--- src/rtl/lpstop_pkg.sv ---
`timescale 1ns/1ps
package lpstop_pkg;

  typedef enum logic [1:0] {
    ST_RUN    = 2'd0,
    ST_STOP   = 2'd1,
    ST_RELOCK = 2'd2
  } lp_state_e;

  localparam logic [1:0] BUS_PIN_ON = 2'b10;
  localparam int         LVL_W      = 3;
  localparam logic [LVL_W-1:0] LVL_NMI = 3'd7;

  // Interrupt wake test: strictly above the stored mask, or the top level.
  function automatic logic irq_wakes(input logic [LVL_W-1:0] lvl,
                                     input logic [LVL_W-1:0] msk);
    return (lvl > msk) || (lvl == LVL_NMI);
  endfunction

endpackage

--- src/rtl/lpstop_fsm.sv ---
`timescale 1ns/1ps
module lpstop_fsm
  import lpstop_pkg::*;
#(
  parameter int RELOCK_CYC = 64
) (
  input  logic             clk,
  input  logic             rst,
  input  logic             stop_req,
  input  logic [LVL_W-1:0] stop_mask,
  input  logic             trace_req,
  input  logic [LVL_W-1:0] irq_level,
  input  logic             cfg_keep_ctrl,
  input  logic             cfg_keep_ext,
  input  logic             cfg_pll_off,
  output lp_state_e        state_q,
  output logic [LVL_W-1:0] mask_q,
  output logic             keep_ctrl_q,
  output logic             keep_ext_q,
  output logic             pll_on_q,
  output logic             exit_stop
);

  localparam int RW = (RELOCK_CYC > 1) ? $clog2(RELOCK_CYC) : 1;
  localparam logic [RW-1:0] RELOCK_LOAD = RW'(RELOCK_CYC - 1);

  lp_state_e     state_d;
  logic [RW-1:0] rl_cnt_q;
  logic          pll_off_q;
  logic          wake;

  assign wake = trace_req || irq_wakes(irq_level, mask_q);

  always_comb begin
    state_d = state_q;
    case (state_q)
      ST_RUN:    if (stop_req) state_d = ST_STOP;
      ST_STOP:   if (wake) state_d = pll_off_q ? ST_RELOCK : ST_RUN;
      ST_RELOCK: if (rl_cnt_q == '0) state_d = ST_RUN;
      default:   state_d = ST_RUN;
    endcase
  end

  assign exit_stop = (state_q != ST_RUN) && (state_d == ST_RUN);

  always_ff @(posedge clk) begin
    if (rst) begin
      state_q     <= ST_RUN;
      mask_q      <= '0;
      keep_ctrl_q <= 1'b0;
      keep_ext_q  <= 1'b0;
      pll_off_q   <= 1'b0;
      rl_cnt_q    <= '0;
      pll_on_q    <= 1'b1;
    end else begin
      state_q <= state_d;
      if (state_q == ST_RUN && stop_req) begin
        mask_q      <= stop_mask;
        keep_ctrl_q <= cfg_keep_ctrl;
        keep_ext_q  <= cfg_keep_ext;
        pll_off_q   <= cfg_pll_off;
      end
      if (state_q == ST_STOP) begin
        rl_cnt_q <= RELOCK_LOAD;
      end else if (state_q == ST_RELOCK && rl_cnt_q != '0) begin
        rl_cnt_q <= rl_cnt_q - 1'b1;
      end
      if (state_q == ST_RUN && stop_req)
        pll_on_q <= !cfg_pll_off;
      else if (state_d != ST_STOP)
        pll_on_q <= 1'b1;
    end
  end

endmodule

--- src/rtl/lpstop_busdiv.sv ---
`timescale 1ns/1ps
module lpstop_busdiv
  import lpstop_pkg::*;
#(
  parameter int FAST_LOG2 = 3,
  parameter int SLOW_LOG2 = 4
) (
  input  logic       clk,
  input  logic       rst,
  input  lp_state_e  state_q,
  input  logic       exit_stop,
  input  logic       div16,
  input  logic [1:0] pin_mode,
  output logic       bus_clk_q
);

  logic [SLOW_LOG2-1:0] cnt_q;
  logic                 div_q;
  logic                 restart;
  logic                 drive_en;
  logic                 half_bit;

  assign restart  = exit_stop || (div16 != div_q);
  assign drive_en = (state_q == ST_RUN) && (pin_mode == BUS_PIN_ON);
  assign half_bit = div_q ? cnt_q[SLOW_LOG2-1] : cnt_q[FAST_LOG2-1];

  always_ff @(posedge clk) begin
    if (rst) begin
      cnt_q     <= '0;
      div_q     <= div16;
      bus_clk_q <= 1'b0;
    end else begin
      div_q     <= div16;
      cnt_q     <= restart ? '0 : cnt_q + 1'b1;
      bus_clk_q <= drive_en && half_bit;
    end
  end

endmodule

--- src/rtl/lpstop_gate.sv ---
`timescale 1ns/1ps
module lpstop_gate
  import lpstop_pkg::*;
#(
  parameter int N_MOD = 4
) (
  input  logic             clk,
  input  logic             rst,
  input  lp_state_e        state_q,
  input  logic             keep_ctrl_q,
  input  logic             keep_ext_q,
  input  logic [N_MOD-1:0] mod_stop,
  output logic             sys_en_q,
  output logic             ctrl_en_q,
  output logic             ext_en_q,
  output logic [N_MOD-1:0] mod_en_q
);

  logic running;
  logic stopped;

  assign running = (state_q == ST_RUN);
  assign stopped = (state_q == ST_STOP);

  // Retimed on the falling edge so gated clocks change only while low.
  always_ff @(negedge clk) begin
    if (rst) begin
      sys_en_q  <= 1'b0;
      ctrl_en_q <= 1'b0;
      ext_en_q  <= 1'b0;
    end else begin
      sys_en_q  <= running;
      ctrl_en_q <= !stopped || keep_ctrl_q;
      ext_en_q  <= running || (stopped && keep_ext_q);
    end
  end

  for (genvar i = 0; i < N_MOD; i++) begin : g_mod
    always_ff @(negedge clk) begin
      if (rst) mod_en_q[i] <= 1'b0;
      else     mod_en_q[i] <= running && !mod_stop[i];
    end
  end

endmodule

--- src/rtl/lpstop_clk_ctrl.sv ---
`timescale 1ns/1ps
module lpstop_clk_ctrl
  import lpstop_pkg::*;
#(
  parameter int N_MOD      = 4,
  parameter int RELOCK_CYC = 64,
  parameter int FAST_LOG2  = 3,
  parameter int SLOW_LOG2  = 4
) (
  input  logic             clk,
  input  logic             rst,
  input  logic             stop_req,
  input  logic [2:0]       stop_mask,
  input  logic             trace_req,
  input  logic [2:0]       irq_level,
  input  logic             cfg_keep_ctrl,
  input  logic             cfg_keep_ext,
  input  logic             cfg_pll_off,
  input  logic [N_MOD-1:0] mod_stop,
  input  logic             bus_div16,
  input  logic [1:0]       bus_pin_mode,
  output logic             sys_clk_en,
  output logic             ctrl_clk_en,
  output logic             ext_clk_en,
  output logic [N_MOD-1:0] mod_clk_en,
  output logic             pll_on,
  output logic             stop_active,
  output logic             bus_clk
);

  lp_state_e        st_w;
  logic [LVL_W-1:0] mask_w;
  logic             keep_ctrl_w;
  logic             keep_ext_w;
  logic             exit_w;

  lpstop_fsm #(.RELOCK_CYC(RELOCK_CYC)) u_fsm (
    .clk          (clk),
    .rst          (rst),
    .stop_req     (stop_req),
    .stop_mask    (stop_mask),
    .trace_req    (trace_req),
    .irq_level    (irq_level),
    .cfg_keep_ctrl(cfg_keep_ctrl),
    .cfg_keep_ext (cfg_keep_ext),
    .cfg_pll_off  (cfg_pll_off),
    .state_q      (st_w),
    .mask_q       (mask_w),
    .keep_ctrl_q  (keep_ctrl_w),
    .keep_ext_q   (keep_ext_w),
    .pll_on_q     (pll_on),
    .exit_stop    (exit_w)
  );

  lpstop_busdiv #(.FAST_LOG2(FAST_LOG2), .SLOW_LOG2(SLOW_LOG2)) u_div (
    .clk      (clk),
    .rst      (rst),
    .state_q  (st_w),
    .exit_stop(exit_w),
    .div16    (bus_div16),
    .pin_mode (bus_pin_mode),
    .bus_clk_q(bus_clk)
  );

  lpstop_gate #(.N_MOD(N_MOD)) u_gate (
    .clk        (clk),
    .rst        (rst),
    .state_q    (st_w),
    .keep_ctrl_q(keep_ctrl_w),
    .keep_ext_q (keep_ext_w),
    .mod_stop   (mod_stop),
    .sys_en_q   (sys_clk_en),
    .ctrl_en_q  (ctrl_clk_en),
    .ext_en_q   (ext_clk_en),
    .mod_en_q   (mod_clk_en)
  );

  assign stop_active = (st_w != ST_RUN);

endmodule

--- config.mk ---
export PLATFORM = sky130hd
export DESIGN_NAME = lpstop_clk_ctrl
export DESIGN_NICKNAME = d
export VERILOG_FILES = /design/src/rtl/lpstop_pkg.sv /design/src/rtl/lpstop_fsm.sv /design/src/rtl/lpstop_busdiv.sv /design/src/rtl/lpstop_gate.sv /design/src/rtl/lpstop_clk_ctrl.sv
export SDC_FILE = /design/constraint.sdc
export NUM_CORES = 1
export LEC_CHECK = 0
export BUFFER_PORTS_ARGS = -buffer_cell sky130_fd_sc_hd__buf_2
export CORE_UTILIZATION = 55
export DETAILED_ROUTE_END_ITERATION = 8
export HOLD_SLACK_MARGIN = 0.02
export PLACE_DENSITY = 0.94
export SETUP_SLACK_MARGIN = 0.5
export SYNTH_ARGS = -nofsm -noshare
export SYNTH_HDL_FRONTEND = slang
export SYNTH_SLANG_ARGS = --single-unit
--- constraint.sdc ---
create_clock -name clk -period 3.8 [get_ports clk]
set_input_delay 0.38 -clock clk [delete_from_list [all_inputs] [get_ports clk]]
set_output_delay 0.38 -clock clk [all_outputs]
set_load 0.1 [all_outputs]
==> Word-level counts from Yosys, hierarchy flattened <==
Cells that the tools add are included.
{ "op_classes": {"addsub": 2, "order_cmp": 1, "eq_ne": 6, "mux": 10, "reduce_logical": 29} }
{ "op_table": {"columns": ["cell", "n"], "rows": [
  ["$mux 6", 2],
  ["$logic_and 1x1->1", 10],
  ["$mux 2", 4],
  ["$logic_not 1->1", 6],
  ["$logic_not 6->1", 1],
  ["$pmux 2 s3", 1],
  ["$reduce_bool 2->1", 3],
  ["$reduce_bool 6->1", 1],
  ["$sub 6x1->6 const B", 1],
  ["$logic_or 1x1->1", 5],
  ["$add 4x1->4 const B", 1],
  ["$eq 2x2->1 const B", 2],
  ["$logic_not 2->1", 2],
  ["$eq 3x3->1 const B", 1],
  ["$gt 3x3->1", 1],
  ["$mux 1", 3],
  ["$eq 2x1->1 const B", 1],
  ["$ne 2x1->1 const B", 1],
  ["$reduce_or 2->1", 1],
  ["$ne 1x1->1", 1]
]} }
{ "word_totals": {"register_bits": 28, "wordCells": 65} }

==> Depth between registers and ports, before layout <==
{ "depth": {"word_depth": 9, "mapped_depth": 7, "depth_no_buf": 6} }

==> Hierarchy <==
Synthesis repeated with hierarchy kept, for this count alone.
{ "unflattened": {"cells_unflattened": 139, "hier_area_um2": 1214.9} }
{ "by_module_without_submodules": {"columns": ["mod", "n_inst", "cells_each", "area_each_um2", "seq_area_each_um2"], "rows": [
  ["lpstop_fsm", 1, 100, 790.8, 300.3],
  ["lpstop_busdiv", 1, 20, 224.0, 120.1],
  ["lpstop_gate", 1, 18, 193.9, 140.1],
  ["lpstop_clk_ctrl", 1, 1, 6.3, 0.0]
]} }

==> results.yml <==
sta:
  fin_setup_tns_ns: 0
  finalHoldViolCount: 0
  setup_violations: 0
  slew_headroom_pct: 65.26
  setup_ws_ns: 0.5173
  tightest_slew_ns: 0.5205
  drv_slew: 0
  rsz0062_at_grt: "no"
  fin_skew_ns: 0.07522
finish:
  syn2layout_area_growth_pct: 19.62
  diodes: 0
  drive_above_1_share_pct: 23.56
  fin_util_pct: 73.22
  final_net_count: 200
global_routing:
  overflow: 0
  grt_pass1_wl_um: 4609
  grt_pass1_vias: 1078
  groute.usage.overall_pct: 24.55
  antenna_found_initial: 0
  grt_max_degree: 23
worst_setup_path:
  reg2reg_depth: 3
  slowest_delay_ns: 0.31
  startpoint: "u_gate.ctrl_en_q$_SDFF_NP0_"
  timing.rr.start: "u_fsm.state_q[0]$_SDFF_PP0_"
  cp-end-kind: "primary output"
  crit_cells: 1
  cp_max_fo: 1
  setup.worst_path.start_class: "flip-flop"
  cp_cell_sequence: "buf_4"
  slowest_stage: "dfxtp_1"
  crit_family: "flip-flops"
  crit_required_ns: 3.42
  r2r_setup_slack_ns: 0.71
  worstSetupPathType: "flip-flop to primary output"
  cp-endpoint: "ctrl_clk_en"
  cp_data_arrival_time_ns: 2.90
  cp_num_buf_inv: 1
  r2r-end: "u_gate.ctrl_en_q$_SDFF_NP0_"
yosys:
  ys_types: 40
  syn_area_per_cell_um2: 8.802
  syn_nets: 167
  synth-seq-cells: 28
  ys_seq_area_share_pct: 44.84
  syn_area_um2: 1250
  synthesis.instances: 142
  yosysWarnings: 0
power:
  pwr-share-comb_pct: 24.2
  swShare_pct: 36.43
  p_leak_nw: 0.6487
  p_per_area_nw_per_um2: 437.7
  p_sw_mw: 0.2384
  p_total_mw: 0.6544
  pwr-share-clk_pct: 24.8
  power_frac_seq_pct: 50.9
  peakVddDrop_mv: 0.3409
  intPower_mw: 0.4160
route:
  drc: 0
  wl_met3_um: 128
  met1_length_um: 1059
  wl_met2_um: 1483
  final_antenna_net_count: 0
  highest_layer: "met4"
  wl_per_cell_um: 13.42
  totalWireLength_um: 2697
  viasPerCell: 5.637
  detailedRoute.firstIterationViolations: 23
  vias: 1133
  dr.pass1.iters: 4
die:
  dieHeight_um: 49.67
  io_pins: 30
  row_count: 16
  core_um2: 2042
  dieArea_um2: 2467
  die_x_um: 49.67
  floorplan.initialDensity_pct: 61.21
clocking:
  root_buffer: "clkbuf_4"
  cts_tree: "yes"
  clkTransAtPathRegs_ns: 0.16
  cts_made_buffers: 3
  cts_buffer_depth: 2
  clkLatencyLatePin_ns: 0.41
  clkSinkCount: 28
  ctsHtreeMaxLevel: 1
  cts_setup_buffers: 0
placement:
  place.gp.congestion: 0.8034
  post-place-ws_ns: 0.5530
  port_buffers: 29
  hpwlAfterDp_um: 1971
min_path:
  hp-class: "input pin to flip-flop"
  min_path_cells: 1
run_status:
  status: "finished clean"
flow_run:
  cap_violations: 0
cell usage after synthesis:
cell type	count	area [um2]
dfxtp_1	28	560.5
nand2_1	20	75.07
nor2_1	13	48.80
a21oi_1	11	55.05
inv_1	9	33.78
nor3_1	6	30.03
ha_1	5	62.56
nand2b_1	5	31.28
clkbuf_1	4	15.01
nor3b_1	4	30.03
a221oi_2	2	30.03
buf_1	2	7.510
mux2i_1	2	20.02
nand3_1	2	10.01
o211ai_2	2	25.02
o21ai_1	2	10.01
xnor2_1	2	17.52
a211oi_1	1	7.510
a221oi_1	1	8.760
a222oi_1	1	10.01
a31o_1	1	8.760
a31oi_1	1	6.260
a32o_1	1	10.01
and2_1	1	6.260
and3_1	1	6.260
and4bb_1	1	12.51
buf_2	1	5.000
inv_2	1	3.750
nand3b_1	1	7.510
nor2_2	1	6.260
nor4_2	1	12.51
nor4b_1	1	8.760
o21ai_0	1	5.000
o22ai_1	1	6.260
o2bb2ai_1	1	8.760
o32ai_1	1	8.760
or3_1	1	6.260
or4b_1	1	10.01
or4b_4	1	13.76
xor2_1	1	8.760
worst min path at each step:
stage	from	to	slack, ns
global route	bus_div16	u_div.div_q$_DFF_P_	0.13
global placement	u_div.cnt_q[0]$_SDFF_PP0_	u_div.cnt_q[0]$_SDFF_PP0_	0.44
CTS	bus_div16	u_div.div_q$_DFF_P_	0.15
finish	bus_div16	u_div.div_q$_DFF_P_	0.16
detailed placement	u_div.cnt_q[0]$_SDFF_PP0_	u_div.cnt_q[0]$_SDFF_PP0_	0.45
floorplan	bus_div16	u_div.div_q$_DFF_P_	0.41
cell families (layout without fill, tap and decap cells):
group                    count (synthesis)  count (layout)  synth area share [%]
buffers and inverters                   17              49                 5.204
AO/OA/AOI/OAI                           27              27                 16.02
flip-flops                              28              28                 44.85
adder cells (fa/ha/maj)                  5               5                 5.005
AND/OR/NAND/NOR                         60              60                 25.23
XOR/XNOR                                 3               3                 2.102
multiplexers                             2               2                 1.602
layer usage:
metal | GRT usage (%) | vias to the layer above
met5 | 0 | -
met4 | 8.095 | 0
met3 | 7.099 | 4
met2 | 45.05 | 39
met1 | 26.53 | 533
li1 | - | 557
timing repair:
action                                  CTS  global route
endpoints found under the hold margin     0             0
hold buffers                              0             0
gates resized for setup                   7             6
endpoints found under the setup margin    7             6
layout make-up:
class | count | area (um2)
inverter | 9 | 33.78
fill | 163 | 546.8
timing repair buffer | 29 | 185.2
clock buffer | 3 | 22.52
clock inverter | 8 | 35.03
multi-input combinational | 97 | 624.3
sequential | 28 | 560.5
tap | 27 | 33.78
metrics by stage:
step                      hold slack [ns]  area [um2]  instances
after floorplan                    0.4077        1250        142
after global placement             0.4415        1401        191
after detailed placement           0.4527        1401        191
after CTS                          0.1516        1473        201
after global routing               0.1349        1495        201
final                              0.1630        1495        201
flip-flops by register name, summed over array words and instances (netlist names), 2 cells and up:
signal           flops
u_div.cnt_q          4
u_fsm.mask_q         3
u_fsm.rl_cnt_q       6
u_fsm.state_q        2
u_gate.mod_en_q      4
power groups by stage:
stage	logic, mW	registers (mW)	clock network [mW]
2_1_floorplan	0.0788	0.377	0.0130
3_3_place_gp	0.145	0.336	0.0130
3_5_place_dp	0.151	0.338	0.0130
4_1_cts	0.155	0.332	0.164
5_1_grt	0.171	0.336	0.180
6_report	0.159	0.333	0.162
cells in the final DEF (no fill, tap or decap), types with 2 or more instances in the layout:
| master | count |
|---|---|
| clkbuf_4 | 3 |
| xnor2_1 | 2 |
| nor2_1 | 13 |
| nand2b_1 | 5 |
| dfxtp_1 | 28 |
| ha_1 | 5 |
| nand2_1 | 20 |
| a221oi_2 | 2 |
| o21ai_1 | 2 |
| nor3_1 | 6 |
| inv_1 | 15 |
| buf_6 | 6 |
| nand3_1 | 2 |
| mux2i_1 | 2 |
| o211ai_2 | 2 |
| nor3b_1 | 4 |
| a21oi_1 | 11 |
| buf_2 | 22 |
Note: power is estimated with default switching activity, not from simulation.
